[src/rtl/cpuclk_pkg.sv]
package cpuclk_pkg;

    localparam int DIV_W = 5;
    localparam int NSRC  = 4;
    localparam int IDX_W = $clog2(NSRC);

    localparam logic [DIV_W-1:0] DIV8_CODE = 5'b01000;
    localparam logic [DIV_W-1:0] DIV8_RATIO = 5'd8;

    // Physical clock strobe index
    localparam logic [IDX_W-1:0] CK_MAIN = 2'd0;
    localparam logic [IDX_W-1:0] CK_SUB  = 2'd1;
    localparam logic [IDX_W-1:0] CK_OSC  = 2'd2;
    localparam logic [IDX_W-1:0] CK_PLL  = 2'd3;

    typedef enum logic [2:0] {
        SRC_MAIN,
        SRC_MAIN_DIR,
        SRC_SUB,
        SRC_OSC,
        SRC_PLL
    } src_e;

    function automatic src_e decode_sel(input logic [3:0] sel);
        case (sel)
            4'b0001: return SRC_SUB;
            4'b0010: return SRC_PLL;
            4'b0100: return SRC_OSC;
            4'b1000: return SRC_MAIN_DIR;
            default: return SRC_MAIN;
        endcase
    endfunction

    function automatic logic [IDX_W-1:0] src_index(input src_e s);
        case (s)
            SRC_SUB: return CK_SUB;
            SRC_OSC: return CK_OSC;
            SRC_PLL: return CK_PLL;
            default: return CK_MAIN;
        endcase
    endfunction

    function automatic logic [DIV_W-1:0] code_to_ratio(input logic [DIV_W-1:0] code);
        case (code)
            5'd0:    return 5'd1;
            5'd1:    return 5'd2;
            5'd2:    return 5'd3;
            5'd3:    return 5'd4;
            5'd4:    return 5'd6;
            5'd5:    return 5'd10;
            5'd6:    return 5'd12;
            5'd7:    return 5'd14;
            5'd9:    return 5'd16;
            default: return DIV8_RATIO;
        endcase
    endfunction

endpackage

[src/rtl/cpuclk_sel_dec.sv]
module cpuclk_sel_dec
    import cpuclk_pkg::*;
(
    input  logic [3:0] sel,
    input  logic [DIV_W-1:0] code,
    output src_e       req_src,
    output logic       osc_sel,
    output logic [DIV_W-1:0] req_ratio
);
    src_e src_w;

    always_comb begin
        src_w   = decode_sel(sel);
        req_src = src_w;
        osc_sel = (src_w == SRC_OSC);
        if (src_w == SRC_SUB || src_w == SRC_MAIN_DIR) begin
            req_ratio = 5'd1;
        end else begin
            req_ratio = code_to_ratio(code);
        end
    end
endmodule

[src/rtl/cpuclk_div_field.sv]
module cpuclk_div_field
    import cpuclk_pkg::*;
(
    input  logic             clk,
    input  logic             rst_n,
    input  logic             rst_req,
    input  logic             force_def,
    input  logic             wr,
    input  logic [DIV_W-1:0] wdata,
    output logic [DIV_W-1:0] field
);
    typedef struct packed {
        logic [DIV_W-1:0] code;
    } fld_t;

    fld_t fld_d, fld_q;

    always_comb begin
        fld_d = fld_q;
        if (rst_req || force_def) begin
            fld_d.code = DIV8_CODE;
        end else if (wr) begin
            fld_d.code = wdata;
        end
    end

    always_ff @(posedge clk or negedge rst_n) begin
        if (!rst_n) begin
            fld_q.code <= DIV8_CODE;
        end else begin
            fld_q <= fld_d;
        end
    end

    assign field = fld_q.code;
endmodule

[src/rtl/cpuclk_divider.sv]
module cpuclk_divider
    import cpuclk_pkg::*;
#(
    parameter int CNT_W = DIV_W
) (
    input  logic             clk,
    input  logic             rst_n,
    input  logic             restart,
    input  logic [NSRC-1:0]  src_ticks,
    input  src_e             req_src,
    input  logic [DIV_W-1:0] req_ratio,
    output logic             fire,
    output logic             tick
);
    typedef struct packed {
        src_e             src;
        logic [DIV_W-1:0] ratio;
        logic [CNT_W-1:0] cnt;
        logic             tick;
    } dst_t;

    dst_t dv_d, dv_q;
    logic cur_tick;
    logic last_cnt;

    always_comb begin
        cur_tick = src_ticks[src_index(dv_q.src)];
        last_cnt = (dv_q.cnt == CNT_W'(dv_q.ratio - 5'd1));
        fire     = cur_tick && last_cnt;

        dv_d      = dv_q;
        dv_d.tick = 1'b0;
        if (restart) begin
            dv_d.src   = SRC_MAIN;
            dv_d.ratio = DIV8_RATIO;
            dv_d.cnt   = '0;
        end else if (fire) begin
            // period complete: adopt pending configuration
            dv_d.tick  = 1'b1;
            dv_d.cnt   = '0;
            dv_d.src   = req_src;
            dv_d.ratio = req_ratio;
        end else if (cur_tick) begin
            dv_d.cnt = dv_q.cnt + 1'b1;
        end else if (dv_q.cnt == '0) begin
            // idle at a boundary: switching cannot shorten a period
            dv_d.src   = req_src;
            dv_d.ratio = req_ratio;
        end
    end

    always_ff @(posedge clk or negedge rst_n) begin
        if (!rst_n) begin
            dv_q.src   <= SRC_MAIN;
            dv_q.ratio <= DIV8_RATIO;
            dv_q.cnt   <= '0;
            dv_q.tick  <= 1'b0;
        end else begin
            dv_q <= dv_d;
        end
    end

    assign tick = dv_q.tick;
endmodule

[src/rtl/cpuclk_gen.sv]
module cpuclk_gen
    import cpuclk_pkg::*;
(
    input  logic             clk,
    input  logic             rst_n,
    input  logic             tick_main,
    input  logic             tick_sub,
    input  logic             tick_osc,
    input  logic             tick_pll,
    input  logic [3:0]       src_sel,
    input  logic             div_wr,
    input  logic [DIV_W-1:0] div_wdata,
    input  logic             stop_req,
    input  logic             lowpwr_req,
    input  logic             rst_req,
    input  logic             expand_mode,
    output logic             cpu_tick,
    output logic             bus_tick,
    output logic [DIV_W-1:0] div_rdata
);
    typedef struct packed {
        logic bus;
    } top_t;

    top_t top_d, top_q;

    logic [NSRC-1:0]  ticks;
    logic [DIV_W-1:0] field;
    logic [DIV_W-1:0] req_ratio;
    src_e             req_src;
    logic             osc_sel;
    logic             force_def;
    logic             fire;

    always_comb begin
        ticks          = '0;
        ticks[CK_MAIN] = tick_main;
        ticks[CK_SUB]  = tick_sub;
        ticks[CK_OSC]  = tick_osc;
        ticks[CK_PLL]  = tick_pll;
    end

    cpuclk_sel_dec u_dec (
        .sel       (src_sel),
        .code      (field),
        .req_src   (req_src),
        .osc_sel   (osc_sel),
        .req_ratio (req_ratio)
    );

    assign force_def = (stop_req || lowpwr_req) && !osc_sel;

    cpuclk_div_field u_fld (
        .clk       (clk),
        .rst_n     (rst_n),
        .rst_req   (rst_req),
        .force_def (force_def),
        .wr        (div_wr),
        .wdata     (div_wdata),
        .field     (field)
    );

    cpuclk_divider #(.CNT_W(DIV_W)) u_div (
        .clk       (clk),
        .rst_n     (rst_n),
        .restart   (rst_req),
        .src_ticks (ticks),
        .req_src   (req_src),
        .req_ratio (req_ratio),
        .fire      (fire),
        .tick      (cpu_tick)
    );

    always_comb begin
        top_d.bus = fire && expand_mode && !rst_req;
    end

    always_ff @(posedge clk or negedge rst_n) begin
        if (!rst_n) begin
            top_q.bus <= 1'b0;
        end else begin
            top_q <= top_d;
        end
    end

    assign bus_tick  = top_q.bus;
    assign div_rdata = field;
endmodule

[config.mk]
export PLATFORM = sky130hd
export DESIGN_NAME = cpuclk_gen
export DESIGN_NICKNAME = d
export VERILOG_FILES = /design/src/rtl/cpuclk_pkg.sv /design/src/rtl/cpuclk_sel_dec.sv /design/src/rtl/cpuclk_div_field.sv /design/src/rtl/cpuclk_divider.sv /design/src/rtl/cpuclk_gen.sv
export SDC_FILE = /design/constraint.sdc
export NUM_CORES = 1
export LEC_CHECK = 0
export ABC_AREA = 1
export BUFFER_PORTS_ARGS = -buffer_cell sky130_fd_sc_hd__buf_2
export CAP_MARGIN = 30
export CORE_MARGIN = 2
export CORE_UTILIZATION = 52
export CTS_BUF_LIST = sky130_fd_sc_hd__clkbuf_8
export CTS_CLUSTER_SIZE = 16
export DETAILED_ROUTE_END_ITERATION = 7
export PLACE_DENSITY = 0.78
export SKIP_LAST_GASP = 1
export SYNTH_ARGS = -nofsm -noshare
export SYNTH_HDL_FRONTEND = slang
export SYNTH_HIERARCHICAL = 1
export SYNTH_SLANG_ARGS = --single-unit
[constraint.sdc]
create_clock -name clk -period 1.58 [get_ports clk]
set_input_delay 0 -clock clk [delete_from_list [all_inputs] [get_ports clk]]
set_output_delay 0 -clock clk [all_outputs]
set_load 0.02 [all_outputs]
# ---- Yosys cells after proc, flatten, opt, wreduce, memory -nomap -nowiden
# Memories as Yosys holds them, arrays and structs flattened.
# Cells that the tools add are included.
dict set report totals {
  word_cells 51
  mem_count 1
  mem_bits_ro 80
  out_inout_bits 7
  inputBits 20
  register_bits 20
}
dict set report classes {
  eq_ne 12
  add_sub_neg 2
  magnitude_cmp 1
  mux 15
  n_reduce_logical 14
}
# name words width rd rd_ports_with_merged_regs write_ports line
set mem_list {}
lappend mem_list {{(name not given)} 16 5 1 0 0 cpuclk_pkg.sv:44} ;# case (code)
# operator n
set ops {}
lappend ops {{13-bit two-way mux} 2}
lappend ops {{5-bit two-way mux} 5}
lappend ops {{8-bit two-way mux} 2}
lappend ops {{3-bit by 2-bit equality test with 1-bit output, second input constant} 4}
lappend ops {{3-bit one-hot mux with 4 select lines} 1}
lappend ops {{2-bit one-hot mux with 3 select lines} 1}
lappend ops {{3-bit nonzero test} 2}
lappend ops {{5-bit by 1-bit adder with 5-bit output, second input constant} 1}
lappend ops {{5-bit equality test} 1}
lappend ops {{5-bit logical NOT} 1}
lappend ops {{5-bit by 1-bit subtractor with 5-bit output, second input constant} 1}
lappend ops {{4-bit by 1-bit equality test with 1-bit output, second input constant} 1}
lappend ops {{4-bit by 2-bit equality test with 1-bit output, second input constant} 1}
lappend ops {{4-bit by 3-bit equality test with 1-bit output, second input constant} 1}
lappend ops {{4-bit equality test, second input constant} 1}
lappend ops {{1-bit logical AND} 4}
lappend ops {{3-bit by 1-bit equality test with 1-bit output, second input constant} 1}
lappend ops {{3-bit equality test, second input constant} 1}
lappend ops {{1-bit logical OR} 3}
lappend ops {{2-bit by 3-bit less-than comparator with 1-bit output, second input constant} 1}
lappend ops {{1-bit two-way mux} 3}
lappend ops {{3-bit != test, second input constant} 1}
lappend ops {{1-bit binary-select mux with 2-bit select} 1}
lappend ops {{1-bit logical NOT} 2}
lappend ops {{2 further kinds} 2}

# ---- Longest topological paths before layout
# Gate-level depths: netlist (run 1).
dict set report logic_depth {
  ltp_word 9
  ltp_mapped 13
  mapped_depth_nobuf 12
}

# ---- By module
# The synthesis (run 1) kept the hierarchy.
# module cells_each n_inst seq_area_each_um2 area_each_um2
set modules_own_cells {}
lappend modules_own_cells {cpuclk_divider 146 1 351.6 1024.7}
lappend modules_own_cells {cpuclk_div_field 30 1 126.4 224.0}
lappend modules_own_cells {cpuclk_sel_dec 41 1 0.0 217.7}
lappend modules_own_cells {cpuclk_gen 5 1 25.0 42.5}

# ---- Worst setup path before layout (run 1)
# Ideal clock, no wire load.
dict set report synth_timing {
  kind {register -> register}
  startpoint {register u_div/dv_q[6] (netlist bit)}
  endpoint {register u_div/dv_q[8] (netlist bit)}
  setup_time_ps 117
  synth_period_minus_slack_ps 1554
  arrival_ps 1436
  path_buffers 1
  setup_slack_ps 26
  path_stages_with_launch 13
  cell_sequence {dfrtp_1 > inv_1 > ha_1 > inv_1 > nand2_1 > nand2_1 > nor2_1 > nand3_1 > nor2_2 > nand2_4 > buf_6 > nand4_1 > nand2_1}
}
dict set report synth_via {
  elab_chain_len 5
  word_cells_on_any_way 8
}
# element line
set synth_lines {}
lappend synth_lines {{start, declared} cpuclk_divider.sv:22} ;# dst_t dv_d, dv_q;
lappend synth_lines {{start signal, assigned} cpuclk_divider.sv:59} ;# dv_q <= dv_d;
lappend synth_lines {{5-bit by 1-bit subtractor with 5-bit output (*)} cpuclk_divider.sv:28} ;# last_cnt = (dv_q.cnt == CNT_W'(dv_q.ratio - 5'd1));
lappend synth_lines {{5-bit equality test (*)} cpuclk_divider.sv:28}
lappend synth_lines {{1-bit logical AND (*)} cpuclk_divider.sv:29} ;# fire = cur_tick && last_cnt;
lappend synth_lines {{3-bit != test (no source line), or another cell as far along} --}
lappend synth_lines {{2-bit AND reduction (no source line) or 13-bit two-way mux (tied branches)} --}
# Mark *: on every way between the ends. The rest lies on a longest branch, timed or not.
# A chain may end at the register's enable or synchronous reset.

# ---- Worst setup path in the final report (run 1)
dict set report layout_timing {
  startpoint {register u_div/dv_q[7] (netlist bit)}
  endpoint {register u_div/dv_q[7] (netlist bit)}
}
# The elaborated chain is that of the path after synthesis.

==> impl_metrics.tcl, run 1 <==
set metrics [dict create \
    clk_pin_slew_worst_paths_ns 0.07 \
    slew_headroom 0.668 \
    rows 19 \
    gp_congestion 0.815 \
    path_common_cell "nand2_2" \
    root_buffer "clkbuf_8" \
    synth_area_leaders "dfrtp_1, nand2_1, inv_1, nor2_1, ha_1" \
    multi_input_area_um2 881 \
    cap_violations 0 \
    syn_to_final_growth_pct 24.5 \
    final.fill_count 241 \
    finalSetupViolCount 11 \
    core_mm2 0.00276 \
    violations "setup timing" \
    cts_tree "yes" \
    drt-pass1-iter-count 4 \
    grt_start_max_net_pins 21 \
    use_met1 0.282 \
    p_leak_nw 1.06 \
    synth_top_area_frac 0.299 \
    clk-insertion-delay-late_ns 0.25 \
    critPathTopFamily "simple AND/OR/NAND/NOR gates" \
    power_density_mw_per_mm2 641 \
    skew_ns 0.00287 \
    die_w_um 57.9 \
    mappedNetlistArea_mm2 0.00151 \
    drv_slew 0 \
    ys_ff_latch 20 \
    grt_util_all_layers 0.223 \
    run_status "finished with violations" \
    fin_util 0.681 \
    crit_chain "inv_1 -> ha_4 -> inv_2 -> nand2_2 -> nand2_1 -> nor2_1 -> nand3_1 -> nor2_4 -> nand2_4 -> nand3_4 -> nand2_2 -> nand2_2" \
    use_met3 0.0402 \
    vdd_drop_max_mv 0.705 \
    critPathSlowestCell "dfrtp_1" \
    viasPerCell 4.91 \
    fin_nets 292 \
    arrival_ns 1.82 \
    fmax_mhz 616 \
    worst_slack_ns -0.0437 \
    use_met2 0.385 \
    max_stage_delay_ns 0.35 \
    detail-route-antenna-nets 0 \
    cp.buffers_inverters 2 \
    clock_sinks 20 \
    die_area_mm2 0.00335 \
    gr-total-overflow 0 \
    drt_iter0_markers 23 \
    hold_viol_final 0 \
    endpoint_kind "flip-flop" \
    drive_above_1_share 0.298 \
    tightest_slew_ns 0.497 \
    synth_fp_nets 248 \
    yosys_warnings 6 \
    min_path_type "in2reg" \
    syn_inst 222 \
    required_ns 1.77 \
    antenna_cells 0 \
    rsz0062_at_grt "true" \
    grt-busiest-layer "met2" \
    io_pins 27 \
    syn_area_per_cell_um2 6.80 \
    avgRoutedWirePerCell_um 11.0 \
    cp-start-kind "flip-flop" \
    hpwl_mm 2.33 \
    grt_pass1_vias 1438 \
    die_h_um 57.9 \
    yosysUniqueCellTypes 26 \
    regArea_um2 503 \
    fin_tns_setup_ns -0.279 \
    grt_pass1_wl_mm 5.81 \
    start_util 0.547 \
    period_needed_ns 1.62 \
    seq_area_frac_synth 0.333 \
    htree_levels 1 \
    cts_buffers 3 \
    post-route-drc-count 0 \
    drt-total-wl_mm 3.27 \
    min_period_over_period 1.03 \
    synth_largest_area_cell "dfrtp_1" \
    clockBufferDepth 2 \
    antenna_found_initial 0 \
    criticalPathCategory "reg2reg" \
    crit_fanout 8 \
    port_buffers 26 \
    vias 1453 \
]
[report_power, final]
group | switching (W) | leakage [nW] | internal [W] | total (W)
Clock | 0.000162 | 0.0269 | 0.000173 | 0.000334
Combinational | 0.000183 | 0.762 | 0.000124 | 0.000306
Sequential | 0.0000274 | 0.269 | 0.000537 | 0.000564
[kinds of logic (layout without fill, tap and decap cells)]
group / after synthesis / count (layout) / share of synthesized area
xor gates and xnor gates: 3 / 3 / 0.0174
buffers and inverters: 43 / 85 / 0.114
DFF: 20 / 20 / 0.333
AOI/OAI and AO/OA: 3 / 3 / 0.0191
adders and majority gates: 6 / 6 / 0.0497
and+or+nand+nor: 147 / 148 / 0.467
[state kept, by name, summed over array words and instances (netlist names)]
name	cells
u_div/dv_q	13
u_fld/field	5
bus_tick	1
u_div/tick	1
[metal layers]
| layer | wire [µm] | vias to the layer above | share of wire |
|---|---|---|---|
| li1 | - | 766 | - |
| met1 | 1530 | 657 | 0.47 |
| met2 | 1600 | 28 | 0.49 |
| met3 | 118 | 2 | 0.036 |
| met4 | 23 | 0 | 0.0070 |
| met5 | 0 | - | 0 |
[Yosys cell counts (all sizes together)]
cell type,instances
dfrtp,18
inv,40
a21oi,1
dfstp,2
nand3,16
nand2,71
nor2,42
xor2,3
o21bai,1
or2,2
nor3,1
and3,1
buf,3
nand4,13
nand3b,1
o211ai,1
ha,6
[worst min-delay path, delay by kind of cell]
kind          cells  cell delay [ns]
simple gates      2             0.13
buf+inv           1             0.11
[through the flow]
step	hold WS (ns)	instances	power, W	instance area [µm²]	setup slack, ns
2_1_floorplan	-0.296	222	0.000756	1510	0.0265
3_3_place_gp	-0.0328	280	0.000833	1690	0.0125
3_5_place_dp	-0.0212	280	0.000840	1690	-0.0563
4_1_cts	0.00570	295	0.00121	1860	-0.0138
5_1_grt	0.00869	296	0.00129	1880	-0.137
6_report	0.00474	296	0.00120	1880	-0.0437
[placed cells by master (no fill, tap or decap), types with 8 or more instances in the layout]
| cell type | netlist | layout |
|---|---|---|
| nand2_2 | 3 | 13 |
| nand2_1 | 65 | 56 |
| nor2_1 | 34 | 34 |
| buf_4 | 0 | 8 |
| inv_1 | 34 | 33 |
| nand4_1 | 12 | 12 |
| buf_2 | 2 | 26 |
| nand3_1 | 15 | 15 |
| inv_2 | 6 | 8 |
| dfrtp_1 | 18 | 18 |
[worst paths after layout]
path,to,slack [ns],cells past startpoint,start
max reg2reg,u_div/dv_q[7],-0.04,12,u_div/dv_q[7]
min in group asynchronous,u_div/dv_q[13],0.21,2,rst_n
min,u_fld/field[3],0.005,3,div_wr
max in group asynchronous,u_fld/field[3],1.03,2,rst_n
min reg2reg,u_fld/field[3],0.54,2,u_fld/field[3]
max,u_div/dv_q[7],-0.04,12,u_div/dv_q[7]
[area by class of cell]
type | count | area share
clock inverters | 1 | 0.00200
well taps | 31 | 0.0207
flip-flops and latches | 20 | 0.268
multi-input cells | 160 | 0.469
repair buffers | 41 | 0.139
inverters | 40 | 0.0799
clock buffers | 3 | 0.0220
[what timing repair did]
item | 4_1_cts | 5_1_grt
setup endpoints to repair | 15 | 15
gates resized for setup | 7 | 6
endpoints found under the hold margin | 24 | 0
cloned | 1 | 0
buffers inserted | 3 | 1
hold buffers | 7 | 0
pin swaps | 4 | 11
No activity file was read; power rests on OpenSTA's default activity.
==> run 2, diff against run 1 <==
--- a/config.mk
+++ b/config.mk
@@ -6,14 +6,14 @@
 export NUM_CORES = 1
 export LEC_CHECK = 0
 export ABC_AREA = 1
-export BUFFER_PORTS_ARGS = -buffer_cell sky130_fd_sc_hd__buf_2
 export CAP_MARGIN = 30
 export CORE_MARGIN = 2
-export CORE_UTILIZATION = 52
+export CORE_UTILIZATION = 53
 export CTS_BUF_LIST = sky130_fd_sc_hd__clkbuf_8
 export CTS_CLUSTER_SIZE = 16
 export DETAILED_ROUTE_END_ITERATION = 7
-export PLACE_DENSITY = 0.78
+export DONT_BUFFER_PORTS = 1
+export PLACE_DENSITY = 0.71
 export SKIP_LAST_GASP = 1
 export SYNTH_ARGS = -nofsm -noshare
 export SYNTH_HDL_FRONTEND = slang
==> run 2 against run 1 <==
The run ends with hold timing, setup timing left. Final cell count shrank 6.4%. Combinational power shrank 7.2%. Clock-buffer cell count is the same. Setup slack lost 0.014 ns. Sequential cell count is the same. Hold slack lost 0.21 ns. Sequential power is essentially flat. Largest cell class unchanged.
==> impl_metrics.tcl, run 2 (synthesis gave the netlist of run 1 again) <==
set metrics [dict create \
    run_status "finished with violations" \
    violations "hold timing, setup timing" \
    rsz0062_at_grt "true" \
    swShare 0.308 \
    clk_pin_slew_worst_paths_ns 0.07 \
    drt_iter0_markers 54 \
    antenna_found_initial 0 \
    reg2reg_depth 12 \
    grt_start_max_net_pins 21 \
    intPower_w 0.000822 \
    avgRoutedWirePerCell_um 11.9 \
    syn_to_final_growth_pct 21.3 \
    die_area_mm2 0.00329 \
    start_util 0.552 \
    cap_violations 0 \
    cts_buffers 3 \
    fin_cells 277 \
    layout_commonest_cell "nand2_1" \
    largest_register_ffs 13 \
    holdPathEnd "bus_tick" \
    reg2reg_setup_slack_ns -0.06 \
    power_frac_comb 0.239 \
    grt_pass1_vias 1371 \
    port_buffers 0 \
    max_stage_delay_ns 0.37 \
    gp_congestion 0.801 \
    min_period_over_period 1.04 \
    pwr-share-seq 0.477 \
    hold_viol_final 7 \
    min-delay-start "rst_req" \
    fin_nets 273 \
    arrival_ns 1.84 \
    criticalPathCategory "reg2reg" \
    critPathTopFamily "simple AND/OR/NAND/NOR gates" \
    power_w 0.00119 \
    vias 1410 \
    finalSetupViolCount 11 \
    tightest_slew_ns 0.887 \
    post-route-drc-count 0 \
    final_cell_mix "nand2_1, nor2_1, inv_1, dfrtp_1, dlygate4sd3_1" \
    clockBufferDepth 2 \
    min_path_type "in2reg" \
    required_ns 1.78 \
    r2r_start "u_div/dv_q[6]" \
    whs_ns -0.208 \
    drive_above_1_share 0.228 \
    die_h_um 57.4 \
    fmax_mhz 611 \
    fin_util 0.670 \
    crit_chain "inv_2 -> ha_4 -> inv_2 -> nand2_2 -> nand2_2 -> nor2_2 -> nand3_2 -> nor2_4 -> nand2_4 -> nand3_4 -> nand2_1 -> nand2_1" \
    die_w_um 57.4 \
    holdPathStages 1 \
    hpwl_mm 2.21 \
    slew_headroom 0.407 \
    gr-total-overflow 0 \
    drv_slew 0 \
    cts_hold_buf 15 \
    period_needed_ns 1.64 \
    clock_sinks 20 \
    cp.buffers_inverters 2 \
    p_leak_nw 0.996 \
    top_register "u_div/dv_q" \
    dp_slack_ns -0.0463 \
    clk-insertion-delay-late_ns 0.26 \
    io_pins 27 \
    vdd_drop_max_mv 0.498 \
    detail-route-antenna-nets 0 \
    drt-total-wl_mm 3.29 \
    drt-pass1-iter-count 4 \
    clockPowerShare 0.284 \
    viasPerCell 5.09 \
    critPathSlowestCell "dfrtp_1" \
    rows 19 \
    power_density_mw_per_mm2 649 \
    htree_levels 1 \
    crit_fanout 8 \
    core_mm2 0.00273 \
    cp-start-kind "flip-flop" \
    worst_slack_ns -0.0580 \
    grt_util_all_layers 0.228 \
    grt_pass1_wl_mm 5.71 \
    p_sw_w 0.000365 \
    endpoint_kind "flip-flop" \
    root_buffer "clkbuf_8" \
    final.fill_count 232 \
    antenna_cells 0 \
    critPathLaunch "u_div/dv_q[6]" \
    skew_ns 0.00343 \
    dp.cells 255 \
    cts_tree "yes" \
    timing.rr.end "u_div/dv_q[8]" \
]
## run 2: changes by cell type in the layout (fill, tap and decap cells not counted), sizes merged
cell	before	now
dlygate4sd3	7	15
buf	34	7
## run 2: worst max path at each step
stage          cells past startpoint             end  slack [ns]
6_report                          12   u_div/dv_q[8]       -0.06
2_1_floorplan                     12   u_div/dv_q[8]        0.03
3_5_place_dp                      12   u_div/dv_q[6]       -0.05
5_1_grt                           12  u_div/dv_q[10]       -0.17
4_1_cts                           12   u_div/dv_q[6]      -0.009
3_3_place_gp                      12   u_div/dv_q[7]      -0.009
## run 2: what timing repair did
item,CTS,global route
gates cloned,1,0
gates resized for setup,5,12
endpoints found under the hold margin,35,7
pin swaps,3,9
buffers inserted,1,1
setup endpoints to repair,13,15
## run 2: final cells by class
cell class | instances | area [µm²] | area share
clock buffers | 3 | 41.3 | 0.0226
clock inverters | 1 | 3.75 | 0.00205
inverters | 40 | 150 | 0.0820
multi-input cells | 160 | 891 | 0.487
flip-flops and latches | 20 | 503 | 0.275
well taps | 31 | 38.8 | 0.0212
repair buffers | 22 | 203 | 0.111
## run 2: per-stage QoR
stage / TNS, ns / area [µm²]
final: -0.400 / 1830
after global routing: -2.13 / 1830
after CTS: -0.0112 / 1790
after detailed placement: -0.274 / 1560
after global placement: -0.0131 / 1560
after floorplan: 0 / 1510
## run 2: layer usage
| metal | share of wire | wire length, µm | track usage | vias to the layer above |
|---|---|---|---|---|
| met1 | 0.47 | 1560 | 0.283 | 643 |
| met4 | 0.011 | 37 | 0.110 | 0 |
| met3 | 0.037 | 123 | 0.0454 | 4 |
| met2 | 0.48 | 1570 | 0.378 | 35 |
| met5 | 0 | 0 | 0 | - |
| li1 | - | - | - | 728 |
## run 2: power by group through the flow
stage	Combinational, W	Sequential [W]	Clock, W
after CTS	0.000265	0.000566	0.000352
after global routing	0.000323	0.000570	0.000378
after detailed placement	0.000222	0.000576	0
after global placement	0.000221	0.000576	0
final	0.000284	0.000567	0.000337
after floorplan	0.000185	0.000571	0
